`src/rtl/bcs_pkg.sv`:
```
package bcs_pkg;
  localparam int COL_W_DEF = 8;

  localparam logic [2:0] LEN_CODE_1    = 3'd0;
  localparam logic [2:0] LEN_CODE_2    = 3'd1;
  localparam logic [2:0] LEN_CODE_4    = 3'd2;
  localparam logic [2:0] LEN_CODE_8    = 3'd3;
  localparam logic [2:0] LEN_CODE_PAGE = 3'd7;

  typedef enum logic {
    ORD_SEQ = 1'b0,
    ORD_ILV = 1'b1
  } order_e;
endpackage

```
`src/rtl/bcs_cfg_reg.sv`:
```
module bcs_cfg_reg
  import bcs_pkg::*;
#(
  parameter int COL_W = COL_W_DEF
) (
  input  logic             clk,
  input  logic             rst,
  input  logic             start,
  input  logic [COL_W-1:0] start_col,
  input  logic [2:0]       len_sel,
  input  logic             interleave,
  output logic [COL_W-1:0] base_col,
  output logic [COL_W-1:0] burst_mask,
  output order_e           order
);
  // Low-bit mask of the burst block; the full page covers every column bit.
  function automatic logic [COL_W-1:0] code_to_mask(input logic [2:0] code);
    case (code)
      LEN_CODE_2:    return COL_W'(1);
      LEN_CODE_4:    return COL_W'(3);
      LEN_CODE_8:    return COL_W'(7);
      LEN_CODE_PAGE: return '1;
      default:       return '0;
    endcase
  endfunction

  logic   page_sel;
  order_e order_d;

  assign page_sel = (len_sel == LEN_CODE_PAGE);
  assign order_d  = (interleave && !page_sel) ? ORD_ILV : ORD_SEQ;

  always_ff @(posedge clk) begin
    if (rst) begin
      base_col   <= '0;
      burst_mask <= '0;
      order      <= ORD_SEQ;
    end else if (start) begin
      base_col   <= start_col;
      burst_mask <= code_to_mask(len_sel);
      order      <= order_d;
    end
  end
endmodule

```
`src/rtl/bcs_beat_ctr.sv`:
```
module bcs_beat_ctr #(
  parameter int COL_W = bcs_pkg::COL_W_DEF
) (
  input  logic             clk,
  input  logic             rst,
  input  logic             start,
  input  logic [COL_W-1:0] burst_mask,
  output logic [COL_W-1:0] beat,
  output logic             active,
  output logic             final_beat
);
  assign final_beat = active && (beat == burst_mask);

  always_ff @(posedge clk) begin
    if (rst) begin
      active <= 1'b0;
      beat   <= '0;
    end else if (start) begin
      active <= 1'b1;
      beat   <= '0;
    end else if (active) begin
      if (final_beat) begin
        active <= 1'b0;
        beat   <= '0;
      end else begin
        beat <= beat + 1'b1;
      end
    end
  end
endmodule

```
`src/rtl/bcs_addr_gen.sv`:
```
module bcs_addr_gen
  import bcs_pkg::*;
#(
  parameter int COL_W = COL_W_DEF
) (
  input  logic [COL_W-1:0] base_col,
  input  logic [COL_W-1:0] burst_mask,
  input  order_e           order,
  input  logic [COL_W-1:0] beat,
  output logic [COL_W-1:0] col
);
  // Only the masked low bits move; the bits above them come from the base.
  function automatic logic [COL_W-1:0] ordered_col(
    input logic [COL_W-1:0] b,
    input logic [COL_W-1:0] m,
    input logic             ilv,
    input logic [COL_W-1:0] n
  );
    logic [COL_W-1:0] low;
    low = ilv ? (b ^ n) : (b + n);
    return (b & ~m) | (low & m);
  endfunction

  assign col = ordered_col(base_col, burst_mask, order == ORD_ILV, beat);
endmodule

```
`src/rtl/burst_col_seq.sv`:
```
module burst_col_seq
  import bcs_pkg::*;
#(
  parameter int COL_W = COL_W_DEF
) (
  input  logic             clk,
  input  logic             rst,
  input  logic             start,
  input  logic [COL_W-1:0] start_col,
  input  logic [2:0]       len_sel,
  input  logic             interleave,
  output logic [COL_W-1:0] col_out,
  output logic             col_valid,
  output logic             col_last
);
  logic [COL_W-1:0] base_col;
  logic [COL_W-1:0] burst_mask;
  order_e           order;
  logic [COL_W-1:0] beat;
  logic             active;
  logic             final_beat;
  logic             order_ilv;

  assign order_ilv = (order == ORD_ILV);

  bcs_cfg_reg #(.COL_W(COL_W)) u_cfg (
    .clk(clk), .rst(rst), .start(start), .start_col(start_col),
    .len_sel(len_sel), .interleave(interleave),
    .base_col(base_col), .burst_mask(burst_mask), .order(order)
  );

  bcs_beat_ctr #(.COL_W(COL_W)) u_ctr (
    .clk(clk), .rst(rst), .start(start), .burst_mask(burst_mask),
    .beat(beat), .active(active), .final_beat(final_beat)
  );

  bcs_addr_gen #(.COL_W(COL_W)) u_addr (
    .base_col(base_col), .burst_mask(burst_mask), .order(order),
    .beat(beat), .col(col_out)
  );

  assign col_valid = active;
  assign col_last  = final_beat;
endmodule

```
`config.mk`:
```
export PLATFORM = sky130hd
export DESIGN_NAME = burst_col_seq
export DESIGN_NICKNAME = d
export VERILOG_FILES = /design/src/rtl/bcs_pkg.sv /design/src/rtl/bcs_cfg_reg.sv /design/src/rtl/bcs_beat_ctr.sv /design/src/rtl/bcs_addr_gen.sv /design/src/rtl/burst_col_seq.sv
export SDC_FILE = /design/constraint.sdc
export NUM_CORES = 1
export LEC_CHECK = 0
export BUFFER_PORTS_ARGS = -buffer_cell sky130_fd_sc_hd__buf_2
export CAP_MARGIN = 10
export CORE_ASPECT_RATIO = 1.75
export CORE_MARGIN = 5
export CORE_UTILIZATION = 58
export CTS_CLUSTER_SIZE = 25
export DETAILED_ROUTE_END_ITERATION = 10
export GPL_TIMING_DRIVEN = 0
export PLACE_DENSITY_LB_ADDON = 0.25
export SYNTH_ARGS = -nofsm -noshare
export SYNTH_HDL_FRONTEND = slang
export SYNTH_SLANG_ARGS = --single-unit
```
`constraint.sdc`:
```
create_clock -name clk -period 3.4 [get_ports clk]
set_input_delay 1.02 -clock clk [delete_from_list [all_inputs] [get_ports clk]]
set_output_delay 1.02 -clock clk [all_outputs]
set_load 0.02 [all_outputs]
```
# Word-level counts from Yosys, hierarchy flattened
# Index checks and enable logic that the tools add are counted.
# classes
addsub,2
eq_ne,5
n_mux,7
bitwise_logic,5
reduce_logical,4
# ops
operator,count
one-hot mux 8 bit (4 select lines),1
AND 8 bit,2
2-to-1 mux 8 bit,2
"adder 8 x 1 -> 8 bit, second input constant",1
adder 8 bit,1
== test 8 bit,1
inverter 8 bit,1
OR 8 bit,1
XOR 8 bit,1
"== test 3 x 2 -> 1 bit, second input constant",2
2-to-1 mux 1 bit,4
"== test 3 x 1 -> 1 bit, second input constant",1
"== test 3 bit, second input constant",1
logical AND 1 bit,2
OR reduction 2 bit,1
zero test 1 bit,1
# totals
reg_bits,26
in_bits,15
out_inout_bits,10
elab_cells,28

# Logic depth before layout (Yosys ltp)
# logic_depth
ltp_word,5
mapped_depth,8
depth_no_buf,8

# Hierarchy
# A second synthesis with hierarchy kept.
# unflattened
hier_cells,172
area_unflattened_um2,1485.2
# modules_own_cells
mod,n_inst,cells_each,area_per_inst_um2,seq_area_each_um2
bcs_cfg_reg,1,54,560.5,260.2
bcs_beat_ctr,1,57,504.2,180.2
bcs_addr_gen,1,61,420.4,0.0

# Worst setup path after synthesis
# No wires, ideal clock.
# synth_timing
path_kind,reg-to-output
start,reg u_ctr.beat[0]
end,out col_out[4]
arrival_time_ps,1823
required_ps,2380
path_slack_ps,557
stages_incl_launch_ff,9
n_path_buf,0
cell_sequence,dfxtp_1 ha_1 inv_1 fa_1 nor2b_1 o21ai_0 a21oi_1 xnor2_1 a21oi_1
# synth_via
elab_chain_cells,4
# synth_lines
element,line_no,text
"start, declared",bcs_beat_ctr.sv:8,"output logic [COL_W-1:0] beat,"
"start signal, assigned",bcs_beat_ctr.sv:26,beat <= beat + 1'b1;
adder 8 bit,bcs_addr_gen.sv:20,low = ilv ? (b ^ n) : (b + n);
2-to-1 mux 8 bit,bcs_addr_gen.sv:20,
AND 8 bit,bcs_addr_gen.sv:21,return (b & ~m) | (low & m);
OR 8 bit,bcs_addr_gen.sv:21,
"end, declared",burst_col_seq.sv:12,"output logic [COL_W-1:0] col_out,"
# Every way passes these cells.

# Worst setup path in the final report
# layout_timing
start,reg u_ctr.beat[6]
end,out col_out[7]
# The elaborated chain is that of the path after synthesis.

==> summary.txt <==
Outcome
  – Status: finished clean

Worst setup path
  – Critical Path Max Stage Delay: 420 ps
  – CP max FO: 7
  – Critical path class: reg2out
  – Crit path required time: 2380 ps
  – Crit start category: flip-flop
  – Crit path cell chain: ha_1 > a21oi_1 > nor2_1 > a311oi_1 > mux2i_1 > xor2_1 > buf_2
  – Crit path max-delay family: compound AO/OA/AOI/OAI gates
  – Crit path arrival time: 2240 ps
  – CP max-delay cell: dfxtp_1
  – CP Buf/Inv Count: 1
  – Worst setup EP type: output port

Clock tree
  – Total CTS buffers: 3
  – H-tree Lvls: 1
  – Worst-case clock buffer depth: 2
  – Post-CTS setup buffers: 0
  – Clock tree from TritonCTS: built
  – Clk pin slew, worst setup/hold paths: 80 ps
  – Root Driver: clkbuf_8
  – CTS sink count: 22
  – Post-CTS Hold Fix Bufs: 0
  – Clock Latency Late Sink: 260 ps

Synthesis
  – Post-synthesis sequential area ratio: 0.3268
  – Net Count, Synth: 187
  – Unique masters post-synth: 34
  – Synth warn: 0
  – Ys async rst share: 0
  – Number of synthesized flops with an enable pin: 0
  – Synthesized area per cell: 8.267 um^2
  – FF+latch count, synth: 22
  – Synth Cell Area: 1348 um^2
  – Ys flop type: dfxtp_1
  – Synthesized instance count: 163

GRT
  – Vias in the first global route: 1273
  – Largest net degree at the start of global routing: 14
  – Total track usage: 0.2037
  – Grt ovf: 0
  – Initial antenna violation count: 0
  – Global-route wire length before repair: 5.188 mm

Job
  – Max cap viols: 0

Layout
  – Final core occ: 0.6907
  – Synth-to-layout area growth: 16.53%
  – Final #Nets: 215
  – Filler cells: 198
  – Antenna Cells: 0
  – Layout cell share with drive strength beyond 1: 0.2000

Timing
  – Fin. max-slew vios: 0
  – Final setup vio count: 0
  – Relative slew margins: 0.6758
  – Slew of the pin with the lowest slew margin: 486.3 ps
  – RSZ-0062 raised after global routing: no
  – Setup tns final: 0 ps
  – Max frequency: 306.5 MHz
  – Minimum clock period: 3263 ps
  – Clock skew: 5.357 ps
  – Period utilization: 0.9596
  – Final Hold Viols: 0

Floorplanning
  – Die Y-Extent: 73.77 um
  – Core Region: 2273 um^2
  – Die Area: 3425 um^2
  – Die width: 46.44 um
  – Rows: 23
  – Initial Utilization: 0.5927
  – I/O Pins: 25

Detailed routing
  – WL final: 3.165 mm
  – Via count: 1243
  – DRC violation count after routing: 0
  – Routed len/inst: 14.72 um
  – Detailed Routing Iterations Pass 1: 4
  – ANT nets after route: 0
  – Vias per std cell: 5.781
  – Initial drt markers: 20

Pwr
  – Overall Power: 0.6119 mW
  – Worst vdd ir: 0.0002859 V
  – Pleak: 0.6813 nW
  – PD cells: 389.7 nW/um^2

Min path
  – Hold/Removal Path Class: reg2reg

Placement
  – Buffers on Ports: 23
  – Gpl congestion: 0.8691
  – Hpwl dp: 2.465 mm
[what timing repair did]
item	in CTS	in global routing
gates resized for setup	0	4
endpoints found under the hold margin	0	0
endpoints found under the setup margin	0	3
[tightest hold or removal path, delay by kind of cell (launching register included)]
family	cells	cell delay [ps]
DFF	1	350
muxes	1	80
and+or+nand+nor	1	70
[cell usage after synthesis (all sizes together) (3+ instances only)]
cell | count | area (um^2)
clkbuf | 3 | 11.26
buf | 3 | 17.52
nand2 | 9 | 33.78
o211ai | 3 | 22.52
nor3 | 6 | 30.03
xnor2 | 7 | 61.31
dfxtp | 22 | 440.4
xor2 | 7 | 61.31
a21oi | 12 | 60.06
inv | 7 | 26.28
mux2i | 10 | 100.1
o21ai | 6 | 33.78
nand3 | 3 | 15.01
ha | 8 | 100.1
nand2b | 5 | 31.28
nand4 | 4 | 25.02
nor2 | 30 | 112.6
[stage by stage]
step | hold slack [ps] | setup WS [ps] | area, um^2 | instances
floorplan | 479.8 | 557.0 | 1348 | 163
global placement | 493.5 | 448.7 | 1494 | 211
detailed placement | 516.7 | 382.5 | 1494 | 211
CTS | 535.7 | 44.23 | 1565 | 215
global route | 561.4 | 43.79 | 1570 | 215
finish | 528.8 | 137.5 | 1570 | 215
[layout by cell type (no fill, tap or decap), types with 4 or more instances in the layout]
master,n
nand2_1,9
nand2b_1,5
a21oi_1,12
xnor2_1,7
nand4_1,4
dfxtp_1,18
nor3_1,6
nor2_1,30
o21ai_0,5
inv_1,7
ha_1,8
xor2_1,7
buf_2,25
dfxtp_2,4
mux2i_1,10
[cell families after synthesis]
| group | synth area share |
|---|---|
| adders and majority gates | 0.08914 |
| and+or+nand+nor | 0.2266 |
| AOI/OAI and AO/OA | 0.1319 |
| xor gates and xnor gates | 0.09100 |
| DFF | 0.3268 |
| muxes | 0.09378 |
| buffers and inverters | 0.04086 |
[layout make-up]
class                      instances  area, um^2  area share
buffer                             6       28.78     0.01833
clock buffer                       3       41.29     0.02629
clock inverter                     1       30.03     0.01912
inverter                           7       26.28     0.01673
multi-input combinational        128       852.1      0.5426
sequential                        22       445.4      0.2837
tap                               25       31.28     0.01992
timing repair buffer              23       115.1     0.07331
[report_power, final]
part / internal (mW) / leakage (nW) / switching (mW)
Sequential: 0.267 / 0.182 / 0.00962
Combinational: 0.0370 / 0.464 / 0.0530
Clock: 0.157 / 0.0357 / 0.0876
[worst paths after layout]
kind | endpoint | slack (ps) | startpoint | cells after the start
min | u_cfg.base_col[7] | 530 | u_cfg.base_col[7] | 2
min reg2reg | u_cfg.base_col[7] | 530 | u_cfg.base_col[7] | 2
max | col_out[7] | 140 | u_ctr.beat[6] | 7
max reg2reg | u_ctr.beat[5] | 1990 | u_ctr.beat[5] | 5
[metal layers]
| metal | part of all wire | vias to the layer above | wire length [um] | global-route usage |
|---|---|---|---|---|
| met3 | 0.034 | 6 | 109 | 0.02451 |
| met4 | 0.024 | 0 | 76 | 0.09177 |
| li1 | - | 623 | - | - |
| met1 | 0.37 | 582 | 1178 | 0.2030 |
| met2 | 0.57 | 32 | 1800 | 0.3880 |
| met5 | 0 | - | 0 | 0 |
[sequential cells by signal (all words and copies together), names as in the netlist]
register	flops
u_cfg.burst_mask	4
u_cfg.order	1
u_ctr.beat	8
u_ctr.active	1
u_cfg.base_col	8
Note: power is estimated with default switching activity, not from simulation.
